==> src/rtl/pmc_pkg.sv <==
package pmc_pkg;

  typedef enum logic [1:0] {
    PM_ACTIVE = 2'd0,
    PM_SAVE   = 2'd1,
    PM_IDLE   = 2'd2,
    PM_HALT   = 2'd3
  } pm_mode_e;

  typedef enum logic [1:0] {
    SRC_NONE = 2'd0,
    SRC_FAST = 2'd1,
    SRC_SLOW = 2'd2
  } clk_src_e;

  // clock source each mode needs once settled
  function automatic clk_src_e src_for_mode(pm_mode_e m);
    case (m)
      PM_ACTIVE:        return SRC_FAST;
      PM_SAVE, PM_IDLE: return SRC_SLOW;
      default:          return SRC_NONE;
    endcase
  endfunction

endpackage

==> src/rtl/pmc_slow_gen.sv <==
module pmc_slow_gen #(
  parameter int SLOW_DIV    = 16,
  parameter int SYNC_STAGES = 2
) (
  input  logic clk,
  input  logic rst_n,
  input  logic ext_sel,
  input  logic ext_clk,
  output logic slow_clk,
  output logic slow_tick
);
  localparam int HALF = SLOW_DIV / 2;
  localparam int CW   = (HALF > 1) ? $clog2(HALF) : 1;

  // divider branch
  logic [CW-1:0] div_cnt;
  logic          div_clk;
  logic          div_tick;

  always_ff @(posedge clk or negedge rst_n) begin
    if (!rst_n) begin
      div_cnt  <= '0;
      div_clk  <= 1'b0;
      div_tick <= 1'b0;
    end else if (div_cnt == CW'(HALF - 1)) begin
      div_cnt  <= '0;
      div_clk  <= ~div_clk;
      div_tick <= ~div_clk;
    end else begin
      div_cnt  <= div_cnt + 1'b1;
      div_tick <= 1'b0;
    end
  end

  // external branch: synchroniser plus one edge-detect stage
  logic [SYNC_STAGES:0] sync_q;

  always_ff @(posedge clk or negedge rst_n) begin
    if (!rst_n) sync_q <= '0;
    else        sync_q <= {sync_q[SYNC_STAGES-1:0], ext_clk};
  end

  logic ext_lvl, ext_tick;
  assign ext_lvl  = sync_q[SYNC_STAGES-1];
  assign ext_tick = sync_q[SYNC_STAGES-1] & ~sync_q[SYNC_STAGES];

  assign slow_clk  = ext_sel ? ext_lvl  : div_clk;
  assign slow_tick = ext_sel ? ext_tick : div_tick;

endmodule

==> src/rtl/pmc_mode_seq.sv <==
module pmc_mode_seq
  import pmc_pkg::*;
(
  input  logic       clk,
  input  logic       rst_n,
  input  logic       req_stb,
  input  logic [1:0] req_mode,
  input  logic       wake,
  input  logic       switch_busy,
  output pm_mode_e   mode
);
  logic     run_state;
  logic     req_ok;
  pm_mode_e req_m;

  assign req_m     = pm_mode_e'(req_mode);
  assign run_state = (mode == PM_ACTIVE) || (mode == PM_SAVE);
  assign req_ok    = req_stb && !switch_busy && run_state && (req_m != mode);

  always_ff @(posedge clk or negedge rst_n) begin
    if (!rst_n)
      mode <= PM_ACTIVE;
    else if (wake && mode != PM_ACTIVE)
      mode <= PM_ACTIVE;
    else if (req_ok)
      mode <= req_m;
  end

endmodule

==> src/rtl/pmc_clk_switch.sv <==
module pmc_clk_switch
  import pmc_pkg::*;
#(
  parameter int GAP_FAST = 2,
  parameter int GAP_SLOW = 2
) (
  input  logic     clk,
  input  logic     rst_n,
  input  clk_src_e target,
  input  logic     slow_tick,
  output logic     fast_en,
  output logic     slow_en,
  output logic     busy
);
  localparam int FW = $clog2(GAP_FAST + 1);
  localparam int SW = $clog2(GAP_SLOW + 1);

  clk_src_e      cur_src;
  logic [FW-1:0] fcnt;
  logic [SW-1:0] scnt;
  logic          gap_done;

  assign gap_done = (fcnt == FW'(GAP_FAST)) && (scnt == SW'(GAP_SLOW));
  assign busy     = (target != cur_src);

  always_ff @(posedge clk or negedge rst_n) begin
    if (!rst_n) begin
      cur_src <= SRC_FAST;
      fast_en <= 1'b1;
      slow_en <= 1'b0;
      fcnt    <= '0;
      scnt    <= '0;
    end else if (busy && cur_src != SRC_NONE) begin
      // close the old gate and restart the gap count
      cur_src <= SRC_NONE;
      fast_en <= 1'b0;
      slow_en <= 1'b0;
      fcnt    <= '0;
      scnt    <= '0;
    end else if (busy && gap_done) begin
      cur_src <= target;
      fast_en <= (target == SRC_FAST);
      slow_en <= (target == SRC_SLOW);
      fcnt    <= '0;
      scnt    <= '0;
    end else if (cur_src == SRC_NONE) begin
      // both gates closed: count the gap, saturating
      if (fcnt != FW'(GAP_FAST))             fcnt <= fcnt + 1'b1;
      if (slow_tick && scnt != SW'(GAP_SLOW)) scnt <= scnt + 1'b1;
    end
  end

endmodule

==> src/rtl/pwr_mode_ctrl.sv <==
module pwr_mode_ctrl
  import pmc_pkg::*;
#(
  parameter int SLOW_DIV    = 16,
  parameter int SYNC_STAGES = 2,
  parameter int GAP_FAST    = 2,
  parameter int GAP_SLOW    = 2
) (
  input  logic       clk,
  input  logic       rst_n,
  input  logic       slow_ext_sel,
  input  logic       slow_ext_clk,
  input  logic       mode_req_stb,
  input  logic [1:0] mode_req,
  input  logic       wake,
  output logic       cpu_clk_en,
  output logic       periph_clk_en,
  output logic       timer_clk_en,
  output logic       fast_src_en,
  output logic       slow_src_en,
  output logic       slow_clk,
  output logic [1:0] mode_status
);
  pm_mode_e mode;
  logic     slow_tick;
  logic     busy;

  pmc_slow_gen #(
    .SLOW_DIV   (SLOW_DIV),
    .SYNC_STAGES(SYNC_STAGES)
  ) u_slow (
    .clk      (clk),
    .rst_n    (rst_n),
    .ext_sel  (slow_ext_sel),
    .ext_clk  (slow_ext_clk),
    .slow_clk (slow_clk),
    .slow_tick(slow_tick)
  );

  pmc_mode_seq u_seq (
    .clk        (clk),
    .rst_n      (rst_n),
    .req_stb    (mode_req_stb),
    .req_mode   (mode_req),
    .wake       (wake),
    .switch_busy(busy),
    .mode       (mode)
  );

  pmc_clk_switch #(
    .GAP_FAST(GAP_FAST),
    .GAP_SLOW(GAP_SLOW)
  ) u_sw (
    .clk      (clk),
    .rst_n    (rst_n),
    .target   (src_for_mode(mode)),
    .slow_tick(slow_tick),
    .fast_en  (fast_src_en),
    .slow_en  (slow_src_en),
    .busy     (busy)
  );

  // per-mode gating, held off until the source has settled
  assign cpu_clk_en    = !busy && (mode == PM_ACTIVE || mode == PM_SAVE);
  assign periph_clk_en = !busy && (mode == PM_ACTIVE);
  assign timer_clk_en  = !busy && (mode != PM_HALT);
  assign mode_status   = mode;

endmodule

==> config.mk <==
export PLATFORM = sky130hd
export DESIGN_NAME = pwr_mode_ctrl
export DESIGN_NICKNAME = d
export VERILOG_FILES = /design/src/rtl/pmc_pkg.sv /design/src/rtl/pmc_slow_gen.sv /design/src/rtl/pmc_mode_seq.sv /design/src/rtl/pmc_clk_switch.sv /design/src/rtl/pwr_mode_ctrl.sv
export SDC_FILE = /design/constraint.sdc
export NUM_CORES = 1
export LEC_CHECK = 0
export BUFFER_PORTS_ARGS = -buffer_cell sky130_fd_sc_hd__clkbuf_2
export CELL_PAD_IN_SITES_DETAIL_PLACEMENT = 0
export CELL_PAD_IN_SITES_GLOBAL_PLACEMENT = 1
export CORE_MARGIN = 4
export CORE_UTILIZATION = 45
export CTS_BUF_LIST = sky130_fd_sc_hd__clkbuf_4 sky130_fd_sc_hd__clkbuf_8
export DETAILED_ROUTE_END_ITERATION = 6
export GPL_ROUTABILITY_DRIVEN = 0
export HOLD_SLACK_MARGIN = 0.08
export PLACE_DENSITY = 0.83
export SYNTH_ARGS = -nofsm -noshare
export SYNTH_HDL_FRONTEND = slang
export SYNTH_SLANG_ARGS = --single-unit
==> constraint.sdc <==
create_clock -name clk -period 2.2 [get_ports clk]
set_clock_uncertainty 0.05 [all_clocks]
set_input_delay 0 -clock clk [delete_from_list [all_inputs] [get_ports clk]]
set_output_delay 0 -clock clk [all_outputs]
set_load 0.005 [all_outputs]
Word level (Yosys, flattened, before mapping)
Index checks and enable logic that the tools add are counted.
- add/subtract/negate cells: 3
- multipliers: 0
- div/mod/pow operators: 0
- $lt $le $gt $ge: 0
- equality and inequality tests: 12
- shift operators: 0
- multiplexer cells: 21
- bitwise operators: 3
- reduce and logical (&&, ||, !) cells: 25
- operators by type and width (kind ; number):
    $mux 2 ; 12
    $logic_and 1x1->1 ; 11
    $reduce_bool 3->1 ; 3
    $eq 2x2->1 const B ; 4
    $reduce_bool 2->1 ; 4
    $mux 1 ; 7
    $ne 2x2->1 const B ; 3
    $add 2x1->2 const B ; 2
    $eq 2x1->1 const B ; 2
    $logic_not 2->1 ; 2
    $ne 2x2->1 ; 2
    $pmux 2 s2 ; 1
    $reduce_and 2->1 ; 2
    $add 3x1->3 const B ; 1
    $eq 3x3->1 const B ; 1
    $mux 3 ; 1
    $not 1->1 ; 2
    $reduce_or 2->1 ; 1
    $and 1x1->1 ; 1
    $logic_not 1->1 ; 1
    $logic_or 1x1->1 ; 1
- bits in registers: 18
- latch bits: 0
- bits in writable memories: 0
- ROM bits: 0
- bits of input ports: 8
- output and inout bits: 8
- word-level logic and storage cells: 74
- memories kept: 0

Logic depth before layout (Yosys ltp)
Gate-level depths: netlist of run 1.
- depth after elaboration: 10
- gate-level depth with buffers: 5
- depth with buffers taken out: 5

Cells and area by module
A second synthesis of run 1 with hierarchy kept.
- cells, all modules: 81
- area total of the unflattened synthesis: 892.1 sq um
- modules (own cells, without submodules) (module ; instances ; cells each ; area each (sq um) ; seq. area each (sq um)):
    pmc_clk_switch ; 1 ; 45 ; 440.4 ; 202.7
    pmc_slow_gen ; 1 ; 18 ; 269.0 ; 200.2
    pmc_mode_seq ; 1 ; 9 ; 102.6 ; 50.0
    pwr_mode_ctrl ; 1 ; 9 ; 80.1 ; 0.0

Least setup slack after synthesis of run 1
No wires, ideal clock.
- kind: register -> register
- start point: reg u_seq.mode[0]
- end point: reg u_sw.cur_src[1]
- setup time: 0.125 ns
- data arrival time: 1.582 ns
- required time: 2.025 ns
- setup slack: 0.443 ns
- stages on the path, launching flop included: 6
- path buffers: 0
- clock period less this slack: 1.757 ns
- cells stage by stage: dfrtp_1 > inv_1 > ha_1 > xnor2_2 > a22oi_4 > mux2_4
- word-level cells in the longest chain between the ends: 6
- elaborated cells on any way between the ends: 11
- classes of those cells: eq/ne (3); mux (3); reduce/logical (5)
- RTL lines (element ; line ; RTL):
    from (decl) ; pmc_mode_seq.sv:10 ; output pm_mode_e mode
    from (signal assigned) ; pmc_mode_seq.sv:26 ; mode <= req_m;
    $eq 2x1->1 or $eq 2x2->1 (tied branches) ; pmc_pkg.sv:18 ; case (m)
    $reduce_or 2->1 ; pmc_pkg.sv:18 ;
    $pmux 2 s2 (*) ; pmc_pkg.sv:18 ;
    $ne 2x2->1 ; pmc_clk_switch.sv:24 ; assign busy = (target != cur_src);
    $logic_and 1x1->1, on equally long branches ; pmc_clk_switch.sv:33, pmc_clk_switch.sv:40 ;
    $mux 2 or $reduce_bool 2->1 (tied branches) ; -- ;
    to (signal assigned) ; pmc_clk_switch.sv:41 ; cur_src <= target;
    to (decl) ; pmc_clk_switch.sv:18 ; clk_src_e cur_src;
Every way passes the cells marked *; elsewhere a longest branch is shown, timed or not. The select of a mux whose other input is x is not followed.
A chain may end at the register's enable or synchronous reset.

Worst setup path in the final report of run 1
- start point: reg u_seq.mode[1]
- end point: reg u_seq.mode[0]
- word-level cells in the longest chain between the ends: 9
- elaborated cells on any way between the ends: 16
- classes of those cells: eq/ne (4); mux (2); reduce/logical (10)
- RTL lines (element ; line ; RTL):
    $eq 2x1->1 or $eq 2x2->1 (tied branches) ; pmc_pkg.sv:18, pmc_mode_seq.sv:17 ;
    $reduce_or 2->1 ; pmc_pkg.sv:18 ;
    $pmux 2 s2 ; pmc_pkg.sv:18 ;
    $ne 2x2->1 ; pmc_clk_switch.sv:24 ;
    $logic_not 1->1 ; pmc_mode_seq.sv:18 ; assign req_ok = req_stb && !switch_busy && run_state && (req_m != mode);
    $logic_and 1x1->1 (3 in a row) ; pmc_mode_seq.sv:18 ;
    $reduce_bool 2->1 (no source line) ; -- ;
Several ways; a longest one is shown, not always the timed one.

==> out/qor.json, run 1 <==
{
  "global_routing": {
    "globalRouteOverflowTotal": 0,
    "track_usage": 0.139,
    "grt_max_degree": 19,
    "number_of_antenna_violations_at_the_first_check_in_global_routing": 0,
    "grt_first_pass_wirelength_mm": 2.84,
    "number_of_global_route_vias_before_repair": 661
  },
  "logic_synthesis": {
    "synthDistinctLibCells": 29,
    "async_reset_ff_frac": 1.00,
    "synth.cell_area_um2": 926,
    "synthFlopType": "sky130_fd_sc_hd__dfrtp_1",
    "yosysWarnings": 0,
    "synthesis.nets": 96,
    "postSynthRegisterBits": 18,
    "syn_avg_cell_area_um2": 11.6,
    "post_synth_inst_count": 80,
    "synth-edff-count": 0,
    "seq_area_frac_synth": 0.489
  },
  "sta": {
    "setup_violations": 0,
    "grt_setup_unrepaired": "false",
    "final-hold-violation-count": 0,
    "worst_slew_margin_rel": 0.705,
    "fin_crit_sh": 0.872,
    "layout_min_cycle_time_ps": 1920,
    "timing.setup.tns_ps": 0,
    "slew_viol_final": 0,
    "worst_pin_slew_ps": 442,
    "timing.fmax_mhz": 521
  },
  "route": {
    "post_drt_via_cell_ratio": 4.77,
    "detail_route.wirelength_mm": 1.67,
    "remaining_number_of_nets_flagged_by_the_antenna_check_after_routing": 0,
    "num_vias": 635,
    "detail_route.drc_violations": 0,
    "final_routed_wire_length_divided_by_cell_count_um": 12.5,
    "detailedRoute.firstPassIterationCount": 3,
    "detailedRoute.firstIterationViolations": 4
  },
  "power_and_ir_drop": {
    "worst_ir_drop_vdd_uv": 654,
    "totalPowerFinal_mw": 1.45,
    "leakage_nw": 0.584,
    "powerDensity_mw_per_mm2": 1260
  },
  "clocking": {
    "clk-insertion-delay-late_ps": 280,
    "post_cts.repair.setup_buffers": 0,
    "cts-root-to-sink-buffers": 2,
    "tritoncts": "done",
    "path_clk_slew_ps": 100,
    "clockRootBuffer": "sky130_fd_sc_hd__clkbuf_4",
    "clock-sinks": 18,
    "htree_levels": 1,
    "cts-buffers-inserted": 3
  },
  "floorplanning": {
    "floorplan.initialDensity": 0.472,
    "die_h_um": 53.4,
    "number_of_cell_rows": 16,
    "ios": 16,
    "core_mm2": 0.00196,
    "dieArea_mm2": 0.00285,
    "chipWidth_um": 53.4
  },
  "cells_and_area": {
    "finalNetCount": 123,
    "final_common_cell": "sky130_fd_sc_hd__dfrtp_1",
    "fraction_of_layout_instances_using_a_drive_strength_above_1": 0.274,
    "final.fill_count": 181,
    "synthToLayoutAreaGrowth_pct": 23.8,
    "most-common-layout-cells": "sky130_fd_sc_hd__dfrtp_1 (16), sky130_fd_sc_hd__clkbuf_2 (15), sky130_fd_sc_hd__ha_1 (8), sky130_fd_sc_hd__dlygate4sd3_1 (8), sky130_fd_sc_hd__nand2_1 (7)",
    "post_layout_nonfiller_instances": 133,
    "antenna_cells": 0
  },
  "min_path": {
    "hold_path_class": "in2async"
  },
  "placed_design": {
    "port-buffer-count": 15,
    "placedCellCount": 121,
    "hpwlAfterDp_mm": 1.21
  },
  "setup_path": {
    "crit_path_max_fanout": 5,
    "timing.critical_path.arrival_ps": 2080,
    "required_ps": 2360,
    "critPathMaxStageDelay_ps": 560,
    "worst_setup_start_kind": "flip-flop",
    "crit_chain": "inv_1, ha_1, nand2b_1, nand2_1, dlygate4sd3_1, mux2i_1",
    "critPathKind": "reg2reg",
    "timing.critical_path.slowest_stage_cell": "sky130_fd_sc_hd__dlygate4sd3_1",
    "crit_path_end_kind": "flip-flop"
  },
  "run": {
    "count_of_maximum_capacitance_violations": 0
  },
  "outcome": {
    "run_status": "finished clean"
  }
}
## routing by layer
metal,vias up,wire (um),track usage
li1,325,-,-
met1,298,773,0.182
met2,10,802,0.214
met3,2,81,0.0394
met4,0,10,0.0511
met5,-,0,0
## cell families after synthesis
logic type,count (synthesis),share of synthesized area
buffers and inverters,6,0.0257
multiplexers,6,0.0770
AO/OA/AOI/OAI,8,0.0797
flip-flops,18,0.489
AND/OR/NAND/NOR,30,0.174
XOR/XNOR,4,0.0460
adder cells (fa/ha/maj),8,0.108
## area by class of cell
cell class | instances | area (um^2) | area share
sequential | 18 | 453 | 0.395
multi-input combinational | 56 | 449 | 0.392
timing repair buffer | 23 | 155 | 0.135
clock buffer | 4 | 36.3 | 0.0317
tap | 27 | 33.8 | 0.0295
inverter | 5 | 18.8 | 0.0164
## through the flow
step / hold WS [ps] / worst slack (ps) / area [um^2] / utilization
after global routing: 142 / 136 / 1150 / 0.584
after detailed placement: -86.1 / 330 / 1030 / 0.525
after global placement: -90.7 / 383 / 1030 / 0.525
after CTS: 117 / 314 / 1150 / 0.584
after floorplan: -346 / 443 / 926 / -
final: 122 / 282 / 1150 / 0.584
## path summary, 6_finish.rpt
path | start | depth (start not counted) | slack, ps | end
max | u_seq.mode[1] | 6 | 280 | u_seq.mode[0]
min | rst_n | 2 | 120 | u_sw.cur_src[1]
max reg2reg | u_seq.mode[1] | 6 | 280 | u_seq.mode[0]
min reg2reg | u_slow.sync_q[0] | 0 | 320 | u_slow.sync_q[1]
max in group asynchronous | rst_n | 2 | 1640 | u_sw.fast_en
min in group clk | slow_ext_sel | 4 | 120 | u_sw.scnt[0]
## cell usage after synthesis, types with 2 or more instances
cell                       count  share of area
sky130_fd_sc_hd__nor4_1        2          0.014
sky130_fd_sc_hd__nand2b_1      4          0.027
sky130_fd_sc_hd__ha_1          8           0.11
sky130_fd_sc_hd__nor3_1        3          0.016
sky130_fd_sc_hd__nand2_1       7          0.028
sky130_fd_sc_hd__and2_1        2          0.014
sky130_fd_sc_hd__inv_1         5          0.020
sky130_fd_sc_hd__nor2_1        5          0.020
sky130_fd_sc_hd__mux2i_1       3          0.032
sky130_fd_sc_hd__o211a_1       2          0.022
sky130_fd_sc_hd__mux2_4        2          0.032
sky130_fd_sc_hd__xnor2_1       2          0.019
sky130_fd_sc_hd__dfrtp_1      16           0.43
sky130_fd_sc_hd__dfstp_2       2          0.057
sky130_fd_sc_hd__nor2b_1       3          0.020
## where the power goes
| group | switching, mW | internal, mW | leakage [nW] | total, mW |
|---|---|---|---|---|
| registers | 0.0753 | 0.424 | 0.227 | 0.499 |
| logic | 0.374 | 0.378 | 0.336 | 0.752 |
| clock network | 0.0964 | 0.101 | 0.0210 | 0.197 |
| total | 0.546 | 0.902 | 0.584 | 1.45 |
## flip-flops by register name (all words and copies together) (netlist names)
register,count
u_slow.div_clk,1
u_sw.scnt,2
u_slow.div_cnt,3
u_slow.sync_q,3
u_sw.slow_en,1
u_sw.fast_en,1
u_slow.div_tick,1
u_sw.cur_src,2
u_sw.fcnt,2
u_seq.mode,2
## critical path, delay by kind of cell, from the launching register on
family	cells	cell delay, ps
buffers and inverters	2	680
AND/OR/NAND/NOR	2	280
adder cells (fa/ha/maj)	1	270
multiplexers	1	140
flip-flops	1	430
## what timing repair did
action / CTS / global route
hold buffers: 8 / 0
endpoints found under the setup margin: 0 / 0
resized for setup: 0 / 0
hold endpoints to repair: 21 / 0
Power figures use the tool's default switching activity.
==> run 2, diff against run 1 <==
--- a/config.mk
+++ b/config.mk
@@ -9,12 +9,12 @@
 export CELL_PAD_IN_SITES_DETAIL_PLACEMENT = 0
 export CELL_PAD_IN_SITES_GLOBAL_PLACEMENT = 1
 export CORE_MARGIN = 4
-export CORE_UTILIZATION = 45
+export CORE_UTILIZATION = 30
 export CTS_BUF_LIST = sky130_fd_sc_hd__clkbuf_4 sky130_fd_sc_hd__clkbuf_8
 export DETAILED_ROUTE_END_ITERATION = 6
 export GPL_ROUTABILITY_DRIVEN = 0
 export HOLD_SLACK_MARGIN = 0.08
-export PLACE_DENSITY = 0.83
+export PLACE_DENSITY = 0.6
 export SYNTH_ARGS = -nofsm -noshare
 export SYNTH_HDL_FRONTEND = slang
 export SYNTH_SLANG_ARGS = --single-unit
==> run 2 against run 1 <==
Against the previous run: die area grew 42%; largest power group unchanged; combinational power shrank 1%; clock power is essentially flat; register-to-register slack gained 60 ps; global-route usage shrank 5.3 points; cell count grew 3.0%; non-clock buffer count is the same; sequential power is essentially flat; sequential share of layout area shrank 0.17 points; critical path depth shrank 1.
==> out/qor.json, run 2 (synthesis results as in run 1) <==
{
  "power_and_ir_drop": {
    "worst_ir_drop_vdd_uv": 550,
    "switching_power_uw": 539,
    "powerDensity_mw_per_mm2": 1250,
    "p_sw_frac": 0.375,
    "power.internal_uw": 900,
    "leakage_nw": 0.584,
    "comb_power_share": 0.515,
    "sequentialPowerShare": 0.346,
    "pwr-share-clk": 0.139
  },
  "placed_design": {
    "post-place-ws_ps": 311,
    "hpwlAfterDp_mm": 1.21,
    "port-buffer-count": 15,
    "placed_cell_area_mm2": 0.00103
  },
  "sta": {
    "layout_min_cycle_time_ps": 1860,
    "setup_ws_ps": 338,
    "worst_slew_margin_rel": 0.715,
    "grt_setup_unrepaired": "false",
    "slew_viol_final": 0,
    "fin_crit_sh": 0.846,
    "final-hold-violation-count": 0,
    "worst_pin_slew_ps": 427,
    "timing.setup.tns_ps": 0,
    "setup_violations": 0,
    "timing.fmax_mhz": 537
  },
  "run": {
    "count_of_maximum_capacitance_violations": 0
  },
  "floorplanning": {
    "core_mm2": 0.00285,
    "ios": 16,
    "chipWidth_um": 63.6,
    "number_of_cell_rows": 19,
    "die_h_um": 63.6,
    "dieArea_mm2": 0.00404,
    "floorplan.initialDensity": 0.325
  },
  "global_routing": {
    "track_usage": 0.0861,
    "number_of_global_route_vias_before_repair": 613,
    "grt_max_degree": 19,
    "globalRouteOverflowTotal": 0,
    "number_of_antenna_violations_at_the_first_check_in_global_routing": 0,
    "grt_first_pass_wirelength_mm": 2.79
  },
  "cells_and_area": {
    "fraction_of_layout_instances_using_a_drive_strength_above_1": 0.274,
    "final_common_cell": "sky130_fd_sc_hd__dfrtp_1",
    "synthToLayoutAreaGrowth_pct": 24.3,
    "most-common-layout-cells": "sky130_fd_sc_hd__dfrtp_1 (16), sky130_fd_sc_hd__clkbuf_2 (15), sky130_fd_sc_hd__ha_1 (8), sky130_fd_sc_hd__dlygate4sd3_1 (8), sky130_fd_sc_hd__nand2_1 (7)",
    "finish.utilization": 0.404,
    "reg_top3": "u_slow.div_cnt: 3 flops, u_slow.sync_q: 3 flops",
    "antenna_cells": 0,
    "finalNetCount": 123,
    "post-route-cell-area_mm2": 0.00115
  },
  "route": {
    "detailedRoute.firstPassIterationCount": 4,
    "detail_route.drc_violations": 0,
    "detailedRoute.firstIterationViolations": 9,
    "detail_route.wirelength_mm": 1.54,
    "num_vias": 629,
    "remaining_number_of_nets_flagged_by_the_antenna_check_after_routing": 0,
    "post_drt_via_cell_ratio": 4.59,
    "final_routed_wire_length_divided_by_cell_count_um": 11.2
  },
  "clocking": {
    "cts-root-to-sink-buffers": 2,
    "number_of_resized_instances_in_the_post_cts_repair_step": 0,
    "cts-buffers-inserted": 3,
    "post_cts.repair.setup_buffers": 0,
    "clockRootBuffer": "sky130_fd_sc_hd__clkbuf_4",
    "path_clk_slew_ps": 100,
    "htree_levels": 1,
    "tritoncts": "done",
    "clk-insertion-delay-late_ps": 290,
    "clock-sinks": 18
  },
  "setup_path": {
    "worst_setup_start_kind": "flip-flop",
    "timing.critical_path.arrival_ps": 2000,
    "required_ps": 2340,
    "crit_path_end_kind": "flip-flop",
    "critPathMaxStageDelay_ps": 430,
    "crit_path_max_fanout": 8,
    "critPathKind": "reg2reg",
    "timing.critical_path.slowest_stage_cell": "sky130_fd_sc_hd__dfrtp_1",
    "crit_chain": "inv_1, ha_1, xnor2_2, a22oi_4, mux2_4"
  },
  "min_path": {
    "hold_path_class": "in2reg"
  },
  "outcome": {
    "run_status": "finished clean"
  }
}
-- run 2: cell counts in the layout (fill, tap and decap cells not counted) --
Identical to the previous run, type by type.
-- run 2: worst max-delay path: cells and delay by family, from the launching register on --
family	cells	cell delay, ps
DFF	1	430
xor gates and xnor gates	1	200
buffers and inverters	1	80
adders and majority gates	1	340
muxes	1	330
AOI/OAI and AO/OA	1	330
-- run 2: layer usage --
metal	GRT usage	up-vias	part of all wire
met4	0.0162	0	0.0065
met5	0	-	0
met3	0.0320	2	0.047
met2	0.125	10	0.41
li1	-	324	-
met1	0.122	293	0.53
-- run 2: path summary, 6_finish.rpt --
| kind | startpoint | end | slack (ps) | cells after the start |
|---|---|---|---|---|
| worst max register to register | u_seq.mode[0] | u_sw.slow_en | 340 | 5 |
| worst min-delay path | slow_ext_sel | u_sw.scnt[1] | 100 | 4 |
| worst max-delay path | u_seq.mode[0] | u_sw.slow_en | 340 | 5 |
| max in group asynchronous | rst_n | u_sw.fast_en | 1650 | 2 |
| worst min register to register | u_slow.sync_q[0] | u_slow.sync_q[1] | 310 | 0 |
| min in group asynchronous | rst_n | u_sw.fcnt[1] | 110 | 2 |
-- run 2: per-stage QoR --
| step | power, mW | cells | hold WS, ps |
|---|---|---|---|
| after floorplan | 1.05 | 80 | -346 |
| after global placement | 1.24 | 125 | -85.4 |
| after detailed placement | 1.24 | 125 | -80.3 |
| after CTS | 1.47 | 137 | 89.5 |
| after global routing | 1.58 | 137 | 122 |
| final | 1.44 | 137 | 100 |
-- run 2: cell type report --
cell class / count / area (um^2)
fillers: 273 / 1700
clock buffers: 4 / 36.3
multi-input cells: 56 / 449
repair buffers: 23 / 155
flip-flops and latches: 18 / 453
inverters: 5 / 18.8
well taps: 31 / 38.8
-- run 2: power groups by stage --
| stage | sequential (mW) | combinational (mW) | clock (mW) |
|---|---|---|---|
| 6_report | 0.498 | 0.741 | 0.200 |
| 5_1_grt | 0.513 | 0.841 | 0.226 |
| 4_1_cts | 0.500 | 0.756 | 0.214 |
| 3_5_place_dp | 0.507 | 0.730 | 0 |
| 3_3_place_gp | 0.504 | 0.734 | 0 |
| 2_1_floorplan | 0.482 | 0.568 | 0 |
-- run 2: repair_timing --
item                                    4_1_cts  5_1_grt
hold buffers                                  8        0
hold endpoints to repair                     21        0
endpoints found under the setup margin        0        0
